[config.mk]
export PLATFORM = sky130hd
export DESIGN_NAME = div_unit
export DESIGN_NICKNAME = d
export VERILOG_FILES = /design/src/rtl/div_pkg.sv /design/src/rtl/div_decode.sv /design/src/rtl/div_special.sv /design/src/rtl/div_step.sv /design/src/rtl/div_unit.sv
export SDC_FILE = /design/constraint.sdc
export NUM_CORES = 1
export LEC_CHECK = 0
export ABC_CLOCK_PERIOD_IN_PS = 5270
export BUFFER_PORTS_ARGS = -buffer_cell sky130_fd_sc_hd__buf_2
export CAP_MARGIN = 20
export CORE_MARGIN = 10
export CORE_UTILIZATION = 59
export CTS_BUF_LIST = sky130_fd_sc_hd__clkbuf_4
export DETAILED_ROUTE_END_ITERATION = 8
export PLACE_DENSITY = 0.85
export SETUP_SLACK_MARGIN = 0.4
export SLEW_MARGIN = 30
export SYNTH_ARGS = -nofsm -noshare
export SYNTH_HDL_FRONTEND = slang
export SYNTH_SLANG_ARGS = --single-unit
[constraint.sdc]
create_clock -name clk_i -period 5.27 [get_ports clk_i]
set_clock_uncertainty 0.1 [all_clocks]
set_input_delay 0.2635 -clock clk_i [delete_from_list [all_inputs] [get_ports clk_i]]
set_output_delay 0.2635 -clock clk_i [all_outputs]
set_load 0.005 [all_outputs]
[src/rtl/div_pkg.sv]
package div_pkg;
  localparam logic [5:0] OPC_DIV       = 6'b010010;
  localparam logic [4:0] EXC_CLASS_DIV = 5'b00101;

  typedef enum logic [2:0] {
    ST_IDLE,
    ST_CONV,
    ST_RUN,
    ST_FIX,
    ST_ZERO
  } div_state_e;
endpackage

[src/rtl/div_decode.sv]
module div_decode (
  input  logic [31:0] instr_i,
  output logic [4:0]  rd_o,
  output logic [4:0]  ra_o,
  output logic [4:0]  rb_o,
  output logic        uns_o,
  output logic        valid_o
);
  import div_pkg::*;

  assign rd_o    = instr_i[25:21];
  assign ra_o    = instr_i[20:16];
  assign rb_o    = instr_i[15:11];
  assign uns_o   = instr_i[1];
  assign valid_o = (instr_i[31:26] == OPC_DIV) && (instr_i[10:2] == '0) && !instr_i[0];
endmodule

[src/rtl/div_special.sv]
module div_special #(
  parameter int W = 32
) (
  input  logic [W-1:0] dvs_i,
  input  logic [W-1:0] dvd_i,
  input  logic         uns_i,
  output logic         zero_o,
  output logic         ovf_o
);
  localparam logic [W-1:0] MOST_NEG = {1'b1, {(W-1){1'b0}}};

  assign zero_o = (dvs_i == '0);
  assign ovf_o  = !uns_i && (dvs_i == '1) && (dvd_i == MOST_NEG);
endmodule

[src/rtl/div_step.sv]
module div_step #(
  parameter int W = 32
) (
  input  logic [W-1:0] rem_i,
  input  logic [W-1:0] dvd_i,
  input  logic [W-1:0] dvs_i,
  output logic [W-1:0] rem_o,
  output logic [W-1:0] dvd_o
);
  logic [W:0] shifted;
  logic [W:0] trial;
  logic       qbit;

  assign shifted = {rem_i, dvd_i[W-1]};
  assign trial   = shifted - {1'b0, dvs_i};
  assign qbit    = !trial[W];
  assign rem_o   = qbit ? trial[W-1:0] : shifted[W-1:0];
  assign dvd_o   = {dvd_i[W-2:0], qbit};
endmodule

[src/rtl/div_unit.sv]
module div_unit #(
  parameter int W        = 32,
  parameter bit AREA_OPT = 1'b0
) (
  input  logic         clk_i,
  input  logic         rst_ni,
  input  logic         start_i,
  input  logic [31:0]  instr_i,
  input  logic [W-1:0] op_a_i,
  input  logic [W-1:0] op_b_i,
  input  logic         exc_en_i,
  output logic [4:0]   ra_idx_o,
  output logic [4:0]   rb_idx_o,
  output logic         busy_o,
  output logic         done_o,
  output logic [W-1:0] quot_o,
  output logic         wr_en_o,
  output logic [4:0]   rd_idx_o,
  output logic         dzo_o,
  output logic [4:0]   exc_class_o,
  output logic         exc_sub_o
);
  import div_pkg::*;

  localparam int           CNT_W    = $clog2(W);
  localparam int           LAT      = AREA_OPT ? W + 2 : W;
  localparam logic [W-1:0] MOST_NEG = {1'b1, {(W-1){1'b0}}};

  div_state_e   state_q;
  logic [CNT_W-1:0] cnt_q;
  logic [W-1:0] rem_q, dvd_q, dvs_q;
  logic         neg_q, ovf_q, uns_q, exc_en_q;
  logic [W-1:0] rem_n, dvd_n;

  logic [4:0] dec_rd;
  logic       dec_uns, dec_valid;
  logic       is_zero, is_ovf;
  logic       accept;
  logic       last_iter;
  logic [W-1:0] mag_a, mag_b;

  div_decode u_decode (
    .instr_i (instr_i),
    .rd_o    (dec_rd),
    .ra_o    (ra_idx_o),
    .rb_o    (rb_idx_o),
    .uns_o   (dec_uns),
    .valid_o (dec_valid)
  );

  div_special #(.W(W)) u_special (
    .dvs_i  (op_a_i),
    .dvd_i  (op_b_i),
    .uns_i  (dec_uns),
    .zero_o (is_zero),
    .ovf_o  (is_ovf)
  );

  div_step #(.W(W)) u_step (
    .rem_i (rem_q),
    .dvd_i (dvd_q),
    .dvs_i (dvs_q),
    .rem_o (rem_n),
    .dvd_o (dvd_n)
  );

  function automatic logic [W-1:0] magnitude(input logic [W-1:0] x, input logic uns);
    return (!uns && x[W-1]) ? (~x + 1'b1) : x;
  endfunction

  assign busy_o    = (state_q != ST_IDLE);
  assign accept    = start_i && dec_valid && !busy_o;
  assign last_iter = (cnt_q == CNT_W'(W - 1));
  assign mag_a     = magnitude(op_a_i, dec_uns);
  assign mag_b     = magnitude(op_b_i, dec_uns);

  // sign correction applied to the raw magnitude quotient
  logic [W-1:0] fix_src, fix_q;
  generate
    if (AREA_OPT) begin : g_area_src
      assign fix_src = dvd_q;
    end else begin : g_speed_src
      assign fix_src = dvd_n;
    end
  endgenerate
  assign fix_q = ovf_q ? MOST_NEG : (neg_q ? (~fix_src + 1'b1) : fix_src);

  logic finish;
  assign finish = AREA_OPT ? (state_q == ST_FIX) : (state_q == ST_RUN && last_iter);

  always_ff @(posedge clk_i or negedge rst_ni) begin
    if (!rst_ni) begin
      state_q     <= ST_IDLE;
      cnt_q       <= '0;
      rem_q       <= '0;
      dvd_q       <= '0;
      dvs_q       <= '0;
      neg_q       <= 1'b0;
      ovf_q       <= 1'b0;
      uns_q       <= 1'b0;
      exc_en_q    <= 1'b0;
      rd_idx_o    <= '0;
      quot_o      <= '0;
      done_o      <= 1'b0;
      wr_en_o     <= 1'b0;
      dzo_o       <= 1'b0;
      exc_class_o <= '0;
      exc_sub_o   <= 1'b0;
    end else begin
      done_o  <= 1'b0;
      wr_en_o <= 1'b0;
      unique case (state_q)
        ST_IDLE: begin
          if (accept) begin
            rd_idx_o <= dec_rd;
            exc_en_q <= exc_en_i;
            uns_q    <= dec_uns;
            ovf_q    <= is_ovf;
            neg_q    <= !dec_uns && (op_a_i[W-1] ^ op_b_i[W-1]);
            rem_q    <= '0;
            cnt_q    <= '0;
            if (is_zero) begin
              state_q <= ST_ZERO;
            end else if (AREA_OPT) begin
              dvd_q   <= op_b_i;
              dvs_q   <= op_a_i;
              state_q <= ST_CONV;
            end else begin
              dvd_q   <= mag_b;
              dvs_q   <= mag_a;
              state_q <= ST_RUN;
            end
          end
        end
        ST_CONV: begin
          dvd_q   <= magnitude(dvd_q, uns_q);
          dvs_q   <= magnitude(dvs_q, uns_q);
          state_q <= ST_RUN;
        end
        ST_RUN: begin
          rem_q <= rem_n;
          dvd_q <= dvd_n;
          cnt_q <= cnt_q + 1'b1;
          if (last_iter && AREA_OPT) state_q <= ST_FIX;
        end
        ST_ZERO: begin
          done_o      <= 1'b1;
          quot_o      <= '0;
          wr_en_o     <= !exc_en_q;
          dzo_o       <= 1'b1;
          exc_class_o <= EXC_CLASS_DIV;
          exc_sub_o   <= 1'b0;
          state_q     <= ST_IDLE;
        end
        default: ;
      endcase
      if (finish) begin
        done_o  <= 1'b1;
        quot_o  <= fix_q;
        wr_en_o <= !(ovf_q && exc_en_q);
        state_q <= ST_IDLE;
        if (ovf_q) begin
          dzo_o       <= 1'b1;
          exc_class_o <= EXC_CLASS_DIV;
          exc_sub_o   <= 1'b1;
        end
      end
    end
  end

  // ---------------- assertions ----------------
  logic [6:0] lat_q;
  logic       was_zero_q;
  always_ff @(posedge clk_i or negedge rst_ni) begin
    if (!rst_ni) begin
      lat_q      <= '0;
      was_zero_q <= 1'b0;
    end else if (accept) begin
      lat_q      <= '0;
      was_zero_q <= is_zero;
    end else if (busy_o) begin
      lat_q <= lat_q + 1'b1;
    end
  end

  p_zero_latency_r5: assert property (@(posedge clk_i) disable iff (!rst_ni)
    done_o && was_zero_q |-> lat_q == 7'd1);

  p_latency_r7: assert property (@(posedge clk_i) disable iff (!rst_ni)
    done_o && !was_zero_q |-> lat_q == 7'(LAT));

  p_exc_class_r5: assert property (@(posedge clk_i) disable iff (!rst_ni)
    done_o && was_zero_q |-> dzo_o && exc_class_o == EXC_CLASS_DIV && !exc_sub_o);

  p_ovf_result_r6: assert property (@(posedge clk_i) disable iff (!rst_ni)
    done_o && ovf_q |-> quot_o == MOST_NEG && exc_sub_o && dzo_o);

  p_no_write_r8: assert property (@(posedge clk_i) disable iff (!rst_ni)
    done_o && exc_en_q && (ovf_q || was_zero_q) |-> !wr_en_o);

  p_write_r8: assert property (@(posedge clk_i) disable iff (!rst_ni)
    wr_en_o |-> done_o);

  p_flags_kept_r9: assert property (@(posedge clk_i) disable iff (!rst_ni)
    done_o && !ovf_q && !was_zero_q |-> $stable(dzo_o) && $stable(exc_class_o) && $stable(exc_sub_o));

  p_done_pulse_r10: assert property (@(posedge clk_i) disable iff (!rst_ni)
    done_o |=> !done_o);

  p_busy_ignore_r2: assert property (@(posedge clk_i) disable iff (!rst_ni)
    busy_o && start_i |=> busy_o || done_o);

  p_bad_instr_r2: assert property (@(posedge clk_i) disable iff (!rst_ni)
    !busy_o && start_i && !dec_valid |=> !busy_o);
endmodule

==> Yosys cells after proc, flatten, opt, wreduce, memory -nomap -nowiden <==
Index checks and enable logic that the tools add are counted.
{ "word_totals": {"ff_bits": 154, "elab_cells": 111} }
{ "classes": {"add_sub_neg": 7, "eq_ne": 12, "muxes": 36, "bitwise_logic": 6, "n_reduce_logical": 34} }
{ "op_table": {"columns": ["op", "n"], "rows": [
  ["$mux 32", 14],
  ["$add 32x1->32 const B", 5],
  ["$not 32->32", 5],
  ["$pmux 32 s2", 2],
  ["$pmux 32 s3", 1],
  ["$eq 32x32->1 const B", 2],
  ["$sub 33x32->33", 1],
  ["$logic_not 32->1", 1],
  ["$mux 5", 4],
  ["$logic_and 1x1->1", 13],
  ["$mux 1", 10],
  ["$pmux 5 s2", 1],
  ["$logic_not 9->1", 1],
  ["$mux 3", 3],
  ["$pmux 3 s3", 1],
  ["$ne 2x2->1 const B", 4],
  ["$reduce_and 4->1", 2],
  ["$logic_not 1->1", 7],
  ["$eq 6x5->1 const B", 1],
  ["$reduce_and 2->1", 3],
  ["$reduce_bool 2->1", 3],
  ["$reduce_bool 3->1", 2],
  ["$add 5x1->5 const B", 1],
  ["$eq 5x5->1 const B", 1],
  ["other kinds (7)", 7]
]} }

==> Depth between registers and ports, before layout <==
{ "logic_depth": {"word_depth": 8, "ltp_mapped": 18} }

==> Cells and area by module <==
Synthesis repeated with hierarchy kept, for this count alone.
{ "unflattened": {"cells_unflattened": 1251, "area_unflattened_um2": 11078.1} }
{ "by_module_without_submodules": {"columns": ["mod", "instances", "cells_each", "area_each_um2", "seq_area_each_um2"], "rows": [
  ["div_unit", 1, 857, 8074.0, 3803.6],
  ["div_step", 1, 337, 2603.7, 0.0],
  ["div_special", 1, 36, 241.5, 0.0],
  ["div_decode", 1, 21, 158.9, 0.0]
]} }

==> Worst setup path after synthesis <==
OpenSTA, ideal clock, no wires.
{ "synth_timing": {"path_kind": "reg2reg", "startpoint": "register dvd_q[31]", "endpoint": "register quot_o[8]", "setup_ns": 0.134, "arrival_ns": 3.433, "slack_ns": 1.603, "stages_incl_launch_ff": 18, "n_path_buf": 2, "path_cell_list": "dfrtp_1 inv_1 ha_1 fa_1 nand2b_1 a21oi_1 o21ai_1 a21oi_1 o221ai_1 xor2_1 buf_6 buf_2 ha_1 nand2_1 or2_2 o41ai_1 xor2_1 o21ai_0"} }
{ "synth_via": {"elab_chain_cells": 7} }
{ "synth_lines": {"columns": ["element", "line", "source"], "rows": [
  ["start: declaration", "div_unit.sv:31", "logic [W-1:0] rem_q, dvd_q, dvs_q;"],
  ["start signal: assignment", "div_unit.sv:125", "dvd_q <= op_b_i;"],
  ["start signal: assignment", "div_unit.sv:129", "dvd_q <= mag_b;"],
  ["start signal: assignment", "div_unit.sv:136", "dvd_q <= magnitude(dvd_q, uns_q);"],
  ["$sub 33x32->33", "div_step.sv:15", "assign trial = shifted - {1'b0, dvs_i};"],
  ["$logic_not 1->1", "div_step.sv:16", "assign qbit = !trial[W];"],
  ["$not 32->32", "div_unit.sv:86", "assign fix_q = ovf_q ? MOST_NEG : (neg_q ? (~fix_src + 1'b1) : fix_src);"],
  ["$add 32x1->32", "div_unit.sv:86", null],
  ["$mux 32 (2 in a row)", "div_unit.sv:86", null],
  ["$mux 32", "div_unit.sv:157", "if (finish) begin"],
  ["end signal: assignment", "div_unit.sv:159", "quot_o <= fix_q;"],
  ["end: declaration", "div_unit.sv:16", "output logic [W-1:0] quot_o,"]
]} }
No other way between the ends.
A chain may end at the register's enable or synchronous reset.

==> Final worst setup path <==
{ "layout_timing": {"startpoint": "register dvd_q[31]", "endpoint": "register quot_o[19]"} }
Same word-level chain as after synthesis.

==> run summary <==
Crit Reg-Reg Startpoint: dvd_q[31]
Via count: 9760
Slew Limit Fails: 0
Synth async-reset ratio: 1.00
Post-synth top area cell: dfrtp_1
RD Place Congestion: 1.00
GRT Residual Overflow: 0
Worst setup EP type: flop
Max-Cap Viols: 0
CP max FO: 56
Die area: 22500 µm²
Fin area: 11800 µm²
DRC violation total after the first TritonRoute iteration: 971
Dominant cells by area after synthesis: dfrtp_1 (38%), nand2_1 (7.0%), xor2_1 (6.1%)
Mapped Area: 9990 µm²
Worst-path clk slew: 150 ps
Detail Placement HPWL: 20.0 mm
Synth cell types: 76
Final nets: 1505
Critical Path AT: 4410 ps
Origin of the worst setup path: dvd_q[31]
I/O pin cnt: 157
Hold Crit Start: op_b_i[31]
Pre-CTS WS: 1270 ps
Leading cell type in the layout, fill and taps excluded: nand2_1
Synth warn: 0
Total GRT Usage: 0.265
Post-synth EDFFs: 0
CP bufs+invs: 2
Slew Limit Headroom: 0.371
Root Driver: clkbuf_4
Share of layout cells above drive strength 1: 0.154
CTS tree: yes
Placed insts: 1495
Total iterations of the first detailed-routing run: 8
Setup_tns: 0 ps
Row count: 47
Avg Cell Area, Syn: 8.39 µm²
Min setup slack post-route: 1240 ps
Pwr Density: 187 nW/µm²
Die height: 150 µm
Core area: 16600 µm²
Max Fclk: 248 MHz
R2R setup slack: 1240 ps
Crit path kind: reg -> reg
CTS H-tree depth: 4
Peak supply drop: 0.125 mV
Top-area cell type share of the netlist area: 0.381
Main synth FF type: dfrtp_1
IO Port Bufs: 136
Post-route ant nets: 0
CP delay by family, top: compound AO/OA/AOI/OAI gates
HP Class: in -> reg
CP startpoint kind: flop
First-pass GRT wire length: 48.3 mm
WL/cell: 18.6 µm
WP data required: 5650 ps
Flop and latch count out of synthesis: 152
Slowest cell on the critical path: buf_4
Post-route minimum period: 4030 ps
Failing checks: design-rule violations
Clock Path Buffers: 2
CTS buffer count: 17
LEAKAGE: 5.53 nW
Final hold vios: 0
Width of the die: 150 µm
Placed Area: 10800 µm²
Crit path cell chain: inv_1, ha_1, fa_1, nand2b_1, a21oi_1, o21ai_1, a21oi_1, o221ai_1, xor2_4, buf_4, nand3_2, o31ai_2, xor2_1, o21ai_1
Sequential share of the synthesized area: 0.381
Syn Inst Count: 1191
Synth-to-layout area growth: 17.7%
CTS sink cnt: 152
DRC Markers: 2
Clock latency on the worst-skew pair: 600 ps
Largest net degree at the start of global routing: 66
Initial Util: 0.603
Period utilisation layout: 0.765
Status: finished, violations left
Vias in the first global route: 9503
Cell Count, Final, Fillers Out: 1605
Max stage delay on crit path: 540 ps
Measured slew at the worst slew-check pin: 943 ps
Most frequent cells in the layout: nand2_1 (187), dfrtp_1 (152), buf_2 (136), a21oi_1 (97), o21ai_0 (96)
Syn nets: 1330
Final setup vio count: 0
Antenna violations before repair: 3
Setup Fix Bufs, Post-CTS: 0
Via/cell ratio: 6.08
RSZ-0062 raised after global routing: false
Routed wire length: 29.9 mm
[cells in the mapped netlist, drive strengths merged, types with 3 or more instances]
cell,count
a21oi,101
xor2,70
mux2i,8
a211oi,6
o31a,3
o21ai,124
o41ai,6
a21o,9
nand3,24
o22ai,3
ha,38
a22oi,5
nor3b,3
nor4,16
nor2,94
clkbuf,29
nand4,14
xnor2,49
nor2b,7
nor3,17
a21boi,3
nand2b,20
o211ai,27
a31oi,4
buf,31
inv,53
or4,6
and2,7
o21a,4
nand2,188
dfrtp,152
a211o,3
or3,9
and3,12
a22o,6
o31ai,16
[registers in the layout, indices dropped and copies added (netlist names)]
signal,count
dvd_q,32
dvs_q,32
quot_o,32
rem_q,32
cnt_q,5
exc_class_o,5
rd_idx_o,5
state_q,2
done_o,1
dzo_o,1
exc_en_q,1
exc_sub_o,1
neg_q,1
ovf_q,1
wr_en_o,1
[area by class of cell]
cell class / count / area (µm²)
antenna: 6 / 15.0
clock buffer: 19 / 143
clock inverter: 13 / 138
fill: 1251 / 4820
inverter: 53 / 199
multi-input combinational: 926 / 5730
sequential: 152 / 3800
tap: 220 / 275
timing repair buffer: 216 / 1460
[stage by stage]
step           utilization  hold WS [ps]  power, mW
3_5_place_dp         0.648          26.3       1.43
6_report             0.710          43.8       2.20
4_1_cts              0.709          17.2       2.19
2_1_floorplan            -          -132       1.33
5_1_grt              0.709          77.0       2.28
3_3_place_gp         0.647          25.9       1.43
[final timing paths]
path,endpoint,cells past startpoint
min in group asynchronous,quot_o[4],3
setup reg to reg,quot_o[19],14
max in group asynchronous,state_q[2],3
hold reg to reg,rd_idx_o[0],2
setup / recovery,quot_o[19],14
hold / removal,dvd_q[31],5
[kinds of logic after synthesis]
group	Yosys count	share of synthesized area
compound gates	336	0.205
xor+xnor	119	0.104
fa+ha+maj	39	0.0496
simple gates	424	0.201
mux	8	0.00801
flops	152	0.381
buf+inv	113	0.0515
[worst reg2reg max path: cells and delay by family (launching register included)]
kind                     cells  cell delay, ps
flip-flops                   1             390
AND/OR/NAND/NOR              2             450
XOR/XNOR                     2             380
buffers and inverters        2             590
AO/OA/AOI/OAI                6            1390
adder cells (fa/ha/maj)      2             620
[per-layer routing]
metal / vias to the layer above / part of all wire / wire (µm) / GRT usage
li1: 4517 / - / - / -
met1: 4590 / 0.40 / 12000 / 0.334
met2: 536 / 0.46 / 13900 / 0.422
met3: 117 / 0.096 / 2870 / 0.0702
met4: 0 / 0.037 / 1110 / 0.116
met5: - / 0 / 0 / 0
[power breakdown]
group | internal (mW) | switching (mW)
Sequential | 1.17 | 0.0120
Combinational | 0.126 | 0.153
Clock | 0.258 | 0.480
Total | 1.56 | 0.645
[repair_timing]
item,CTS,global route
hold endpoints to repair,215,0
hold buffers,72,0
resized for setup,0,0
Note: power is estimated with default switching activity, not from simulation.
